==> src/rtl/sdcr_pkg.sv <==
package sdcr_pkg;

  localparam int MODE_W = 3;

  typedef enum logic [MODE_W-1:0] {
    MODE_NORMAL = 3'd0,
    MODE_NOP    = 3'd1,
    MODE_PREALL = 3'd2,
    MODE_LMR    = 3'd3,
    MODE_AREF   = 3'd4
  } sd_mode_e;

  typedef struct packed {
    logic cs_n;
    logic ras_n;
    logic cas_n;
    logic we_n;
  } sd_cmd_t;

  localparam sd_cmd_t CMD_DESL = 4'b1111;
  localparam sd_cmd_t CMD_NOP  = 4'b0111;
  localparam sd_cmd_t CMD_PRE  = 4'b0010;
  localparam sd_cmd_t CMD_REF  = 4'b0001;
  localparam sd_cmd_t CMD_LMR  = 4'b0000;

  typedef enum logic [1:0] {
    ST_IDLE    = 2'd0,
    ST_WAIT_RP = 2'd1,
    ST_WAIT_RC = 2'd2
  } rf_state_e;

endpackage

==> src/rtl/sdcr_mode_reg.sv <==
module sdcr_mode_reg
  import sdcr_pkg::*;
(
  input  logic              clk,
  input  logic              rst,
  input  logic              wr_en,
  input  logic [MODE_W-1:0] wr_code,
  output sd_mode_e          mode_o
);

  sd_mode_e mode_q;
  logic     code_ok;

  assign code_ok = (wr_code <= MODE_W'(MODE_AREF));

  always_ff @(posedge clk) begin
    if (rst) begin
      mode_q <= MODE_NORMAL;
    end else if (wr_en && code_ok) begin
      mode_q <= sd_mode_e'(wr_code);
    end
  end

  assign mode_o = mode_q;

  assert_mode_legal_R2: assert property (@(posedge clk) disable iff (rst)
    mode_q <= MODE_AREF);

  assert_bad_code_ignored_R2: assert property (@(posedge clk) disable iff (rst)
    (wr_en && (wr_code > MODE_W'(MODE_AREF))) |=> $stable(mode_q));

endmodule

==> src/rtl/sdcr_refresh_timer.sv <==
module sdcr_refresh_timer #(
  parameter int CNT_W = 16
) (
  input  logic             clk,
  input  logic             rst,
  input  logic             period_we,
  input  logic [CNT_W-1:0] period_in,
  input  logic             take,
  output logic             pending_o,
  output logic             overrun_o
);

  logic [CNT_W-1:0] period_q;
  logic [CNT_W-1:0] cnt_q;
  logic             pending_q;
  logic             overrun_q;
  logic             expire;

  assign expire = (period_q != '0) && (cnt_q == CNT_W'(1)) && !period_we;

  always_ff @(posedge clk) begin
    if (rst) begin
      period_q <= '0;
      cnt_q    <= '0;
    end else if (period_we) begin
      period_q <= period_in;
      cnt_q    <= period_in;
    end else if (period_q != '0) begin
      cnt_q <= (cnt_q == CNT_W'(1)) ? period_q : cnt_q - CNT_W'(1);
    end
  end

  always_ff @(posedge clk) begin
    if (rst) begin
      pending_q <= 1'b0;
      overrun_q <= 1'b0;
    end else begin
      if (expire) begin
        pending_q <= 1'b1;
      end else if (take) begin
        pending_q <= 1'b0;
      end
      if (expire && pending_q && !take) begin
        overrun_q <= 1'b1;
      end
    end
  end

  assign pending_o = pending_q;
  assign overrun_o = overrun_q;

  assert_overrun_sticky_R9: assert property (@(posedge clk) disable iff (rst)
    overrun_q |=> overrun_q);

  assert_reload_on_write_R6: assert property (@(posedge clk) disable iff (rst)
    period_we |=> (cnt_q == $past(period_in)));

  assert_pending_from_expiry_R6: assert property (@(posedge clk) disable iff (rst)
    $rose(pending_q) |-> ($past(cnt_q) == CNT_W'(1)));

endmodule

==> src/rtl/sdcr_cmd_fsm.sv <==
module sdcr_cmd_fsm
  import sdcr_pkg::*;
#(
  parameter int              TRP_CYC  = 2,
  parameter int              TRC_CYC  = 4,
  parameter int              ADDR_W   = 13,
  parameter logic [ADDR_W-1:0] LMR_WORD = '0
) (
  input  logic              clk,
  input  logic              rst,
  input  sd_mode_e          mode,
  input  logic              acc_req,
  input  logic              acc_write,
  input  logic              seq_busy,
  input  logic              rf_pending,
  output logic              acc_gnt,
  output logic              seq_start,
  output logic              rf_take,
  output sd_cmd_t           cmd_o,
  output logic              a10_o,
  output logic [ADDR_W-1:0] addr_o,
  output logic              inval_o
);

  localparam int WMAX   = (TRP_CYC > TRC_CYC) ? TRP_CYC : TRC_CYC;
  localparam int WCNT_W = $clog2(WMAX + 1);

  rf_state_e         state_q;
  logic [WCNT_W-1:0] wcnt_q;
  sd_cmd_t           cmd_q;
  logic              a10_q;
  logic [ADDR_W-1:0] addr_q;
  logic              inval_q;
  logic              is_idle;

  assign is_idle   = (state_q == ST_IDLE);
  assign rf_take   = is_idle && rf_pending && !seq_busy;
  assign acc_gnt   = is_idle && !rf_pending && !seq_busy && acc_req;
  assign seq_start = acc_gnt && (mode == MODE_NORMAL);

  always_ff @(posedge clk) begin
    if (rst) begin
      state_q <= ST_IDLE;
      wcnt_q  <= '0;
      cmd_q   <= CMD_DESL;
      a10_q   <= 1'b0;
      addr_q  <= '0;
      inval_q <= 1'b0;
    end else begin
      cmd_q   <= CMD_DESL;
      a10_q   <= 1'b0;
      addr_q  <= '0;
      inval_q <= 1'b0;
      unique case (state_q)
        ST_IDLE: begin
          if (rf_take) begin
            cmd_q   <= CMD_PRE;
            a10_q   <= 1'b1;
            wcnt_q  <= WCNT_W'(TRP_CYC - 1);
            state_q <= ST_WAIT_RP;
          end else if (acc_gnt && acc_write) begin
            unique case (mode)
              MODE_NOP:    cmd_q <= CMD_NOP;
              MODE_PREALL: begin
                cmd_q <= CMD_PRE;
                a10_q <= 1'b1;
              end
              MODE_LMR: begin
                cmd_q  <= CMD_LMR;
                addr_q <= LMR_WORD;
              end
              MODE_AREF:   cmd_q <= CMD_REF;
              default:     cmd_q <= CMD_DESL;
            endcase
          end
        end
        ST_WAIT_RP: begin
          if (wcnt_q == '0) begin
            cmd_q   <= CMD_REF;
            wcnt_q  <= WCNT_W'(TRC_CYC - 1);
            state_q <= ST_WAIT_RC;
          end else begin
            wcnt_q <= wcnt_q - WCNT_W'(1);
          end
        end
        ST_WAIT_RC: begin
          if (wcnt_q == '0) begin
            inval_q <= 1'b1;
            state_q <= ST_IDLE;
          end else begin
            wcnt_q <= wcnt_q - WCNT_W'(1);
          end
        end
        default: state_q <= ST_IDLE;
      endcase
    end
  end

  assign cmd_o   = cmd_q;
  assign a10_o   = a10_q;
  assign addr_o  = addr_q;
  assign inval_o = inval_q;

  // Checker state: a refresh from the scheduler must follow a precharge.
  logic seen_pre_q;
  always_ff @(posedge clk) begin
    if (rst) begin
      seen_pre_q <= 1'b0;
    end else if (cmd_q == CMD_PRE) begin
      seen_pre_q <= 1'b1;
    end else if (inval_q) begin
      seen_pre_q <= 1'b0;
    end
  end

  assert_inval_single_R7: assert property (@(posedge clk) disable iff (rst)
    inval_q |=> !inval_q);

  assert_inval_after_pre_R7: assert property (@(posedge clk) disable iff (rst)
    inval_q |-> seen_pre_q);

  assert_pre_not_busy_R8: assert property (@(posedge clk) disable iff (rst)
    (cmd_q == CMD_PRE) |-> !$past(seq_busy));

  assert_no_grant_busy_R5: assert property (@(posedge clk) disable iff (rst)
    acc_gnt |-> (!seq_busy && !rf_pending));

  assert_prefers_refresh_R10: assert property (@(posedge clk) disable iff (rst)
    (rf_take && acc_req) |-> !acc_gnt);

endmodule

==> src/rtl/sdram_cmd_refresh.sv <==
module sdram_cmd_refresh
  import sdcr_pkg::*;
#(
  parameter int CNT_W      = 16,
  parameter int TRP_CYC    = 2,
  parameter int TRC_CYC    = 4,
  parameter int ADDR_W     = 13,
  parameter int CAS_LAT    = 2,
  parameter int BURST_CODE = 0
) (
  input  logic              clk,
  input  logic              rst,
  input  logic              mode_we,
  input  logic [2:0]        mode_code,
  input  logic              rfsh_we,
  input  logic [CNT_W-1:0]  rfsh_period,
  input  logic              acc_req,
  input  logic              acc_write,
  input  logic              seq_busy,
  output logic              acc_gnt,
  output logic              seq_start,
  output logic              sd_cs_n,
  output logic              sd_ras_n,
  output logic              sd_cas_n,
  output logic              sd_we_n,
  output logic              sd_a10,
  output logic [ADDR_W-1:0] sd_addr,
  output logic              rows_inval,
  output logic              rfsh_overrun
);

  localparam logic [ADDR_W-1:0] LMR_WORD =
    ADDR_W'((CAS_LAT << 4) | (BURST_CODE & 7));

  sd_mode_e mode;
  logic     rf_pending;
  logic     rf_take;
  sd_cmd_t  cmd;

  sdcr_mode_reg u_mode (
    .clk     (clk),
    .rst     (rst),
    .wr_en   (mode_we),
    .wr_code (mode_code),
    .mode_o  (mode)
  );

  sdcr_refresh_timer #(.CNT_W(CNT_W)) u_timer (
    .clk       (clk),
    .rst       (rst),
    .period_we (rfsh_we),
    .period_in (rfsh_period),
    .take      (rf_take),
    .pending_o (rf_pending),
    .overrun_o (rfsh_overrun)
  );

  sdcr_cmd_fsm #(
    .TRP_CYC  (TRP_CYC),
    .TRC_CYC  (TRC_CYC),
    .ADDR_W   (ADDR_W),
    .LMR_WORD (LMR_WORD)
  ) u_fsm (
    .clk        (clk),
    .rst        (rst),
    .mode       (mode),
    .acc_req    (acc_req),
    .acc_write  (acc_write),
    .seq_busy   (seq_busy),
    .rf_pending (rf_pending),
    .acc_gnt    (acc_gnt),
    .seq_start  (seq_start),
    .rf_take    (rf_take),
    .cmd_o      (cmd),
    .a10_o      (sd_a10),
    .addr_o     (sd_addr),
    .inval_o    (rows_inval)
  );

  assign sd_cs_n  = cmd.cs_n;
  assign sd_ras_n = cmd.ras_n;
  assign sd_cas_n = cmd.cas_n;
  assign sd_we_n  = cmd.we_n;

endmodule

==> config.mk <==
export PLATFORM = sky130hd
export DESIGN_NAME = sdram_cmd_refresh
export DESIGN_NICKNAME = d
export VERILOG_FILES = /design/src/rtl/sdcr_pkg.sv /design/src/rtl/sdcr_mode_reg.sv /design/src/rtl/sdcr_refresh_timer.sv /design/src/rtl/sdcr_cmd_fsm.sv /design/src/rtl/sdram_cmd_refresh.sv
export SDC_FILE = /design/constraint.sdc
export NUM_CORES = 1
export LEC_CHECK = 0
export BUFFER_PORTS_ARGS = -buffer_cell sky130_fd_sc_hd__buf_4
export CAP_MARGIN = 20
export CORE_MARGIN = 2
export CORE_UTILIZATION = 30
export DETAILED_ROUTE_END_ITERATION = 8
export PLACE_DENSITY = 0.59
export SLEW_MARGIN = 20
export SYNTH_ARGS = -nofsm -noshare
export SYNTH_HDL_FRONTEND = slang
export SYNTH_HIERARCHICAL = 1
export SYNTH_SLANG_ARGS = --single-unit
==> constraint.sdc <==
create_clock -name clk -period 3.99 [get_ports clk]
set_input_delay 0.5985 -clock clk [delete_from_list [all_inputs] [get_ports clk]]
set_output_delay 0.5985 -clock clk [all_outputs]
set_load 0.02 [all_outputs]
==> results.py, run 1 <==
metrics = {
    "power": {
        "power_switching_uw": 460.7,
        "p_clk_frac": 0.242,
        "ir_worst_vdd_mv": 0.1808,
        "seqPwrFrac": 0.442,
        "powerDensity_mw_per_mm2": 410.5,
        "sw_frac_of_total": 0.3452,
        "share_comb_of_total_power": 0.315,
        "p_total_uw": 1335,
        "p_leak_uw": 0.001309,
        "p_int_uw": 873.8,
    },
    "timing": {
        "finalHoldViolations": 0,
        "setup_viol": 0,
        "setup_ws_ns": 1.568,
        "finalCritPeriodShare": 0.6071,
        "skew_ns": 0.009336,
        "rsz0062_at_grt": "no",
        "final.setup.tns_ns": 0,
        "fin_crit_ns": 2.422,
        "tightest_slew_ns": 0.6281,
        "drv_slew": 0,
        "max_slew_margin": 0.5808,
        "fmax_mhz": 412.8,
    },
    "job": {
        "drv_cap": 0,
    },
    "synthesis": {
        "ys_ff_latch": 49,
        "synthCells": 328,
        "synthFlopType": "dfxtp_1",
        "syn_area_per_cell_um2": 8.697,
        "syn_area_mm2": 0.002853,
        "yosysWarnings": 6,
        "yosys.area.top_type": "dfxtp_1",
        "synth_edf_count": 0,
        "yosysUniqueCellTypes": 60,
        "synthArstFlopShare": 0,
        "synth.area.top_cells": "dfxtp_1 (34%), mux2i_1 (7.0%), nor2_1 (5.0%), a21oi_1 (4.0%), ha_1 (3.9%)",
        "ys_seq_area_frac": 0.3439,
        "yosysTopAreaCellShare": 0.3439,
    },
    "clock_network": {
        "tritoncts": "done",
        "clk_pin_slew_worst_paths_ns": 0.09,
        "cts_buffers": 5,
        "cts_num_sinks": 49,
        "cts_hold_buf": 0,
        "root_buffer": "clkbuf_8",
        "ctsResizeCount": 0,
        "clockBufferDepth": 2,
        "cts_setup_buffers": 0,
        "clock_latency_ns": 0.30,
        "htreeDepth": 2,
    },
    "placed_design": {
        "dpl.hpwl_mm": 4.584,
        "gp_congestion": 0.8157,
        "placed_area_mm2": 0.003149,
        "post-place-ws_ns": 1.628,
        "io_buffer_count": 35,
    },
    "global_route": {
        "grt_max_degree": 42,
        "grt_usage": 0.1289,
        "grt_pass1_vias": 2197,
        "grt-ovfl-total": 0,
        "grt_pass1_wl_mm": 10.86,
        "antenna_found_initial": 0,
    },
    "floorplanning": {
        "rows": 35,
        "core_area_mm2": 0.009240,
        "die-area_mm2": 0.01031,
        "dieHeight_um": 101.5,
        "die_w_um": 101.5,
        "ios": 48,
        "initial_core_util": 0.3087,
    },
    "run_status": {
        "status": "completed",
    },
    "worst_setup_path": {
        "required_ns": 4.21,
        "worstSetupStartpointType": "register",
        "end_kind": "register",
        "critPathMaxFanout": 11,
        "crit_arrival_ns": 2.64,
        "path_class": "reg2reg",
    },
    "layout": {
        "drive_above_1_share": 0.1859,
        "nFillCells": 946,
        "final_cell_mix": "dfxtp_1 (49), nor2_1 (38), buf_4 (36), nand2_1 (25), a21oi_1 (23)",
        "synthToLayoutAreaGrowth_pct": 13.95,
        "final_cell_area_mm2": 0.003251,
        "nets": 389,
        "final_common_cell": "dfxtp_1",
        "antennaDiodeCount": 0,
    },
    "route": {
        "drt_pass1_iterations": 4,
        "drcViolationCount": 0,
        "drt_iter0_markers": 200,
        "detail_route.wl_per_cell_um": 13.56,
        "antenna_left": 0,
        "wirelength_mm": 6.561,
        "vias": 2367,
        "viasPerCell": 4.890,
    },
    "hold_path": {
        "hold_path.class": "reg2reg",
    },
}
[sequential cells by signal (all words and copies together), names as in the netlist]
| signal | cells |
|---|---|
| u_timer/period_q | 16 |
| u_timer/cnt_q | 16 |
| u_fsm/addr_o | 1 |
| u_fsm/inval_o | 1 |
| u_timer/overrun_o | 1 |
| u_fsm/cmd_o | 4 |
| u_mode/mode_o | 3 |
| u_fsm/wcnt_q | 3 |
| u_fsm/state_q | 2 |
| u_timer/pending_o | 1 |
| u_fsm/a10_o | 1 |
[metrics by stage]
step           hold slack [ns]  utilization  cells
6_report                0.4890       0.3518    484
5_1_grt                 0.5182       0.3518    484
4_1_cts                 0.4972       0.3518    484
3_5_place_dp            0.4581       0.3408    476
3_3_place_gp            0.4595       0.3408    476
2_1_floorplan           0.4463            -    339
[final cells by class]
type / count / area [um^2] / area share
Clock buffer: 7 / 96.34 / 0.02964
Sequential cell: 49 / 980.9 / 0.3018
Multi-Input combinational cell: 247 / 1680 / 0.5169
Inverter: 15 / 56.30 / 0.01732
Tap cell: 129 / 161.4 / 0.04965
Timing Repair Buffer: 36 / 270.3 / 0.08314
Clock inverter: 1 / 5.005 / 0.001540
[power groups by stage]
stage	logic [uW]	clock network (uW)	registers (uW)
2_1_floorplan	329	0	597
3_3_place_gp	412	0	599
3_5_place_dp	415	0	600
4_1_cts	419	332	590
5_1_grt	470	353	599
6_report	421	324	590
[worst max-delay path, cell delays in order, from the launching register on]
cell      delay, ns
dfxtp_1        0.39
nor4_4         0.55
nand3_2        0.20
nor3_4         0.54
buf_4          0.29
nand3_2        0.09
a311oi_2       0.27
[routing by layer]
layer | vias up | part of all wire | track usage
met4 | 0 | 0.0096 | 0.03430
li1 | 1205 | - | -
met5 | - | 0 | 0
met1 | 1094 | 0.50 | 0.1872
met3 | 5 | 0.057 | 0.02139
met2 | 63 | 0.44 | 0.1974
[final timing paths]
kind                         start                end  slack (ns)  depth (start not counted)
hold / removal     u_fsm/wcnt_q[1]    u_fsm/wcnt_q[1]        0.49                          2
setup / recovery  u_timer/cnt_q[4]  u_timer/cnt_q[12]        1.57                          6
setup reg to reg  u_timer/cnt_q[4]  u_timer/cnt_q[12]        1.57                          6
hold reg to reg    u_fsm/wcnt_q[1]    u_fsm/wcnt_q[1]        0.49                          2
[synth_stat cells, types with 5 or more instances]
cell / count
nand2b_1: 5
buf_4: 13
xor2_1: 7
nor2_1: 38
nand3_1: 6
o21ai_0: 10
inv_1: 15
clkbuf_1: 10
ha_1: 9
or3_1: 5
a31oi_1: 6
nor4_1: 6
a21oi_1: 23
nand2_1: 25
dfxtp_1: 49
mux2i_1: 20
[logic make-up after synthesis]
family,synth area share
mux,0.07807
fa+ha+maj,0.03947
compound gates,0.1917
buf+inv,0.08158
flops,0.3439
simple gates,0.2333
xor+xnor,0.03070
other cells,0.001315
No activity file was read; power rests on OpenSTA's default activity.
==> inputs of run 2 (changes only) <==
- PLACE_DENSITY: 0.59 -> 0.61
- clock period: 3.99 -> 1.9 ns (I/O delays scaled with it)
==> results.py, run 2 (synthesis results as in run 1) <==
metrics = {
    "route": {
        "drt_iter0_markers": 118,
        "wirelength_mm": 6.852,
        "vias": 2457,
        "drt_pass1_iterations": 4,
        "detail_route.wl_per_cell_um": 13.54,
        "antenna_left": 0,
        "drcViolationCount": 0,
        "viasPerCell": 4.856,
    },
    "timing": {
        "fmax_mhz": 545.9,
        "finalHoldViolations": 0,
        "worst_hold_slack_ns": 0.2262,
        "skew_ns": 0.009263,
        "finalCritPeriodShare": 0.9641,
        "setup_viol": 0,
        "drv_slew": 0,
        "rsz0062_at_grt": "yes",
        "final.setup.tns_ns": 0,
        "fin_crit_ns": 1.832,
    },
    "hold_path": {
        "hold_path.class": "in2reg",
        "hold_path_depth": 3,
    },
    "placed_design": {
        "gp_congestion": 0.9857,
        "io_buffer_count": 35,
        "dpl.hpwl_mm": 5.078,
        "dp_cells": 496,
    },
    "worst_setup_path": {
        "path_class": "reg2out",
        "critPathMaxFanout": 9,
        "required_ns": 1.62,
        "crit_arrival_ns": 1.55,
        "worstSetupStartpointType": "register",
        "ff2ff_path_depth": 6,
        "end_kind": "output pin",
    },
    "clock_network": {
        "tritoncts": "done",
        "clk_pin_slew_worst_paths_ns": 0.09,
        "cts_hold_buf": 0,
        "root_buffer": "clkbuf_8",
        "cts_buffers": 5,
        "clockBufferDepth": 2,
        "cts_num_sinks": 49,
        "clock_latency_ns": 0.30,
        "htreeDepth": 2,
    },
    "layout": {
        "regArea_um2": 994.7,
        "synthToLayoutAreaGrowth_pct": 21.93,
        "fin_cells": 506,
        "antennaDiodeCount": 0,
        "nFillCells": 917,
        "final_common_cell": "buf_4",
        "final_cell_mix": "buf_4 (57), dfxtp_1 (42), nor2_1 (37), nand2_1 (25), a21oi_1 (23)",
        "nets": 411,
        "multi_input_area_mm2": 0.001725,
        "drive_above_1_share": 0.2785,
    },
    "global_route": {
        "grt_max_degree": 41,
        "grt_usage": 0.1334,
        "antenna_found_initial": 0,
        "grt_pass1_wl_mm": 11.05,
        "grt-ovfl-total": 0,
        "grt_pass1_vias": 2343,
    },
    "floorplanning": {
        "die-area_mm2": 0.01031,
        "initial_core_util": 0.3087,
        "die_w_um": 101.5,
        "ios": 48,
        "rows": 35,
        "core_area_mm2": 0.009240,
        "dieHeight_um": 101.5,
    },
    "run_status": {
        "status": "completed",
    },
    "power": {
        "p_leak_uw": 0.001427,
        "ir_worst_vdd_mv": 0.3441,
        "powerDensity_mw_per_mm2": 837.6,
    },
    "job": {
        "drv_cap": 0,
    },
}
-- run 2: cell count changes in the layout (fill, tap and decap cells not counted), sizes merged --
| cell | delta |
|---|---|
| buf | +21 |
| clkdlybuf4s15 | +1 |
-- run 2: final timing paths --
kind,slack [ns],start,end
worst max-delay path,0.07,u_fsm/state_q[1],seq_start
worst min-delay path,0.23,rfsh_period[11],u_timer/period_q[11]
worst max register to register,0.08,u_timer/cnt_q[5],u_timer/cnt_q[12]
worst min register to register,0.47,u_fsm/wcnt_q[1],u_fsm/wcnt_q[1]
-- run 2: area by class of cell --
| class | instances | area share |
|---|---|---|
| repair buffers | 58 | 0.1263 |
| inverters | 15 | 0.01619 |
| multi-input cells | 247 | 0.4960 |
| clock buffers | 7 | 0.02770 |
| well taps | 129 | 0.04640 |
| clock inverters | 1 | 0.001439 |
| flip-flops and latches | 49 | 0.2860 |
-- run 2: where the power goes --
group | internal, uW | total (uW) | leakage [uW] | switching, uW
Clock | 330 | 673 | 0.0000542 | 344
Sequential | 1140 | 1240 | 0.000405 | 109
Combinational | 458 | 995 | 0.000967 | 538
Total | 1920 | 2910 | 0.00143 | 991
-- run 2: critical path: stages, from the launching register on --
cell and delay, ns:
dfxtp_1 0.40, inv_2 0.09, ha_4 0.19, and4bb_4 0.22, and3b_2 0.19, buf_4 0.15
-- run 2: routing by layer --
| metal | part of all wire | wire (um) | global-route usage | vias up |
|---|---|---|---|---|
| li1 | - | - | - | 1249 |
| met1 | 0.49 | 3388 | 0.1785 | 1147 |
| met2 | 0.45 | 3076 | 0.2151 | 49 |
| met3 | 0.034 | 234 | 0.02001 | 12 |
| met4 | 0.022 | 151 | 0.05405 | 0 |
| met5 | 0 | 0 | 0 | - |
-- run 2: what timing repair did --
item,CTS,global route
cloned,0,1
buffers inserted,0,1
setup endpoints to repair,1,7
pin swaps,0,4
gates resized for setup,2,16
-- run 2: stage by stage --
| stage | setup WS [ns] | instance area (um^2) | utilization | power, uW |
|---|---|---|---|---|
| 3_5_place_dp | 0.05680 | 3311 | 0.3583 | 2199 |
| 2_1_floorplan | 0.03840 | 2905 | - | 1951 |
| 3_3_place_gp | 0.08901 | 3311 | 0.3583 | 2182 |
| 5_1_grt | -0.04814 | 3478 | 0.3764 | 3097 |
| 6_report | 0.06813 | 3478 | 0.3764 | 2913 |
| 4_1_cts | 0.002965 | 3425 | 0.3706 | 2899 |
==> inputs of run 3 (changes only) <==
- clock period: 1.9 -> 1.5 ns (I/O delays scaled with it)
==> results.py, run 3 (synthesis results as in run 1) <==
metrics = {
    "worst_setup_path": {
        "worstSetupStartpointType": "register",
        "critPathMaxFanout": 4,
        "crit_arrival_ns": 2.04,
        "reg2reg_from": "u_timer/cnt_q[7]",
        "path_class": "reg2reg",
        "cp_top_family": "simple AND/OR/NAND/NOR gates",
        "end_kind": "register",
        "startpoint": "u_timer/cnt_q[7]",
        "required_ns": 1.72,
        "path_cells": "nor4_4 > buf_4 > nand4_1 > xor2_1 > or3_1 > a311oi_2",
        "critPathMaxStageDelay_ns": 0.34,
        "cp_num_buf_inv": 1,
        "slowest_stage": "dfxtp_2",
    },
    "clock_network": {
        "clk_pin_slew_worst_paths_ns": 0.09,
        "cts_buffers": 5,
        "tritoncts": "done",
        "clock_latency_ns": 0.30,
        "root_buffer": "clkbuf_8",
        "htreeDepth": 2,
        "cts_num_sinks": 49,
        "clockBufferDepth": 2,
    },
    "global_route": {
        "grt_max_degree": 41,
        "grt-ovfl-total": 0,
        "grt_pass1_vias": 2807,
        "grt_pass1_wl_mm": 13.20,
        "grt_usage": 0.1598,
        "antenna_found_initial": 0,
    },
    "placed_design": {
        "dpl.hpwl_mm": 5.736,
        "gp_congestion": 0.8583,
        "io_buffer_count": 35,
    },
    "power": {
        "powerDensity_mw_per_mm2": 1001,
        "p_clk_frac": 0.182,
        "seqPwrFrac": 0.371,
        "sw_frac_of_total": 0.3464,
        "p_total_uw": 4204,
        "p_int_uw": 2748,
        "power_switching_uw": 1456,
        "ir_worst_vdd_mv": 0.6470,
        "p_leak_uw": 0.001811,
        "share_comb_of_total_power": 0.447,
    },
    "floorplanning": {
        "die_w_um": 101.5,
        "initial_core_util": 0.3087,
        "die-area_mm2": 0.01031,
        "dieHeight_um": 101.5,
        "rows": 35,
        "ios": 48,
        "core_area_mm2": 0.009240,
    },
    "layout": {
        "nets": 472,
        "post-route-util": 0.4544,
        "final_cell_mix": "buf_4 (102), dfxtp_1 (39), nor2_1 (35), nand2_1 (23), mux2i_1 (20)",
        "final_common_cell": "buf_4",
        "nFillCells": 883,
        "antennaDiodeCount": 0,
        "drive_above_1_share": 0.4475,
        "synthToLayoutAreaGrowth_pct": 47.19,
    },
    "route": {
        "detail_route.wl_per_cell_um": 14.07,
        "antenna_left": 0,
        "drcViolationCount": 0,
        "wirelength_mm": 7.978,
        "viasPerCell": 4.901,
        "drt_iter0_markers": 85,
        "drt_pass1_iterations": 4,
        "vias": 2779,
    },
    "timing": {
        "setup_ws_ns": -0.3140,
        "rsz0062_at_grt": "yes",
        "finalHoldViolations": 0,
        "fmax_mhz": 551.3,
        "worst_hold_slack_ns": 0.1660,
        "skew_ns": 0.008259,
        "setup_viol": 21,
        "fin_crit_ns": 1.814,
        "final.setup.tns_ns": -4.353,
        "finalCritPeriodShare": 1.209,
        "drv_slew": 0,
    },
    "job": {
        "drv_cap": 0,
    },
    "run_status": {
        "violations": "negative setup slack",
        "status": "finished with violations",
    },
    "hold_path": {
        "holdCritStartpoint": "rfsh_period[11]",
        "hold_path.class": "in2reg",
    },
}
## run 3: layer usage
metal  share of wire  global-route usage
met5               0                   0
met4           0.015             0.03950
met3           0.060             0.03796
met2            0.50              0.2768
met1            0.42              0.1995
## run 3: through the flow
stage                     instance area [um^2]  setup slack (ns)  instances
after global routing                      4199           -0.3932        567
final                                     4199           -0.3140        567
after global placement                    3771           -0.4613        550
after floorplan                           2949           -0.3517        339
after CTS                                 4081           -0.2982        566
after detailed placement                  3771           -0.4006        550
## run 3: what timing repair did
action	4_1_cts	5_1_grt
endpoints found under the setup margin	23	27
buffers inserted	9	2
resized for setup	40	27
pin swaps	16	19
hold buffers	0	0
## run 3: final timing paths
kind,slack [ns],endpoint,depth (start not counted)
max,-0.31,u_timer/cnt_q[12],6
min,0.17,u_timer/period_q[11],3
max reg2reg,-0.31,u_timer/cnt_q[12],6
min reg2reg,0.48,u_fsm/wcnt_q[1],2
## run 3: power groups by stage
stage	clock network, uW	logic (uW)	registers, uW
floorplan	0	911	1600
global placement	0	1530	1560
detailed placement	0	1550	1560
CTS	789	1720	1540
global route	854	2050	1580
finish	764	1880	1560
## run 3: layout make-up
type / instances / area (um^2) / area share
clock buffer: 7 / 76.32 / 0.01818
clock inverter: 1 / 7.507 / 0.001788
inverter: 15 / 63.81 / 0.01520
multi-input combinational: 247 / 1917 / 0.4565
sequential: 49 / 998.5 / 0.2378
tap: 129 / 161.4 / 0.03844
timing repair buffer: 119 / 974.7 / 0.2321
## run 3: worst register-to-register path: cells and delay by family (launching register included)
kind,cells,cell delay [ns]
AO/OA/AOI/OAI,1,0.25
XOR/XNOR,1,0.16
buffers and inverters,1,0.20
flip-flops,1,0.34
AND/OR/NAND/NOR,3,0.78
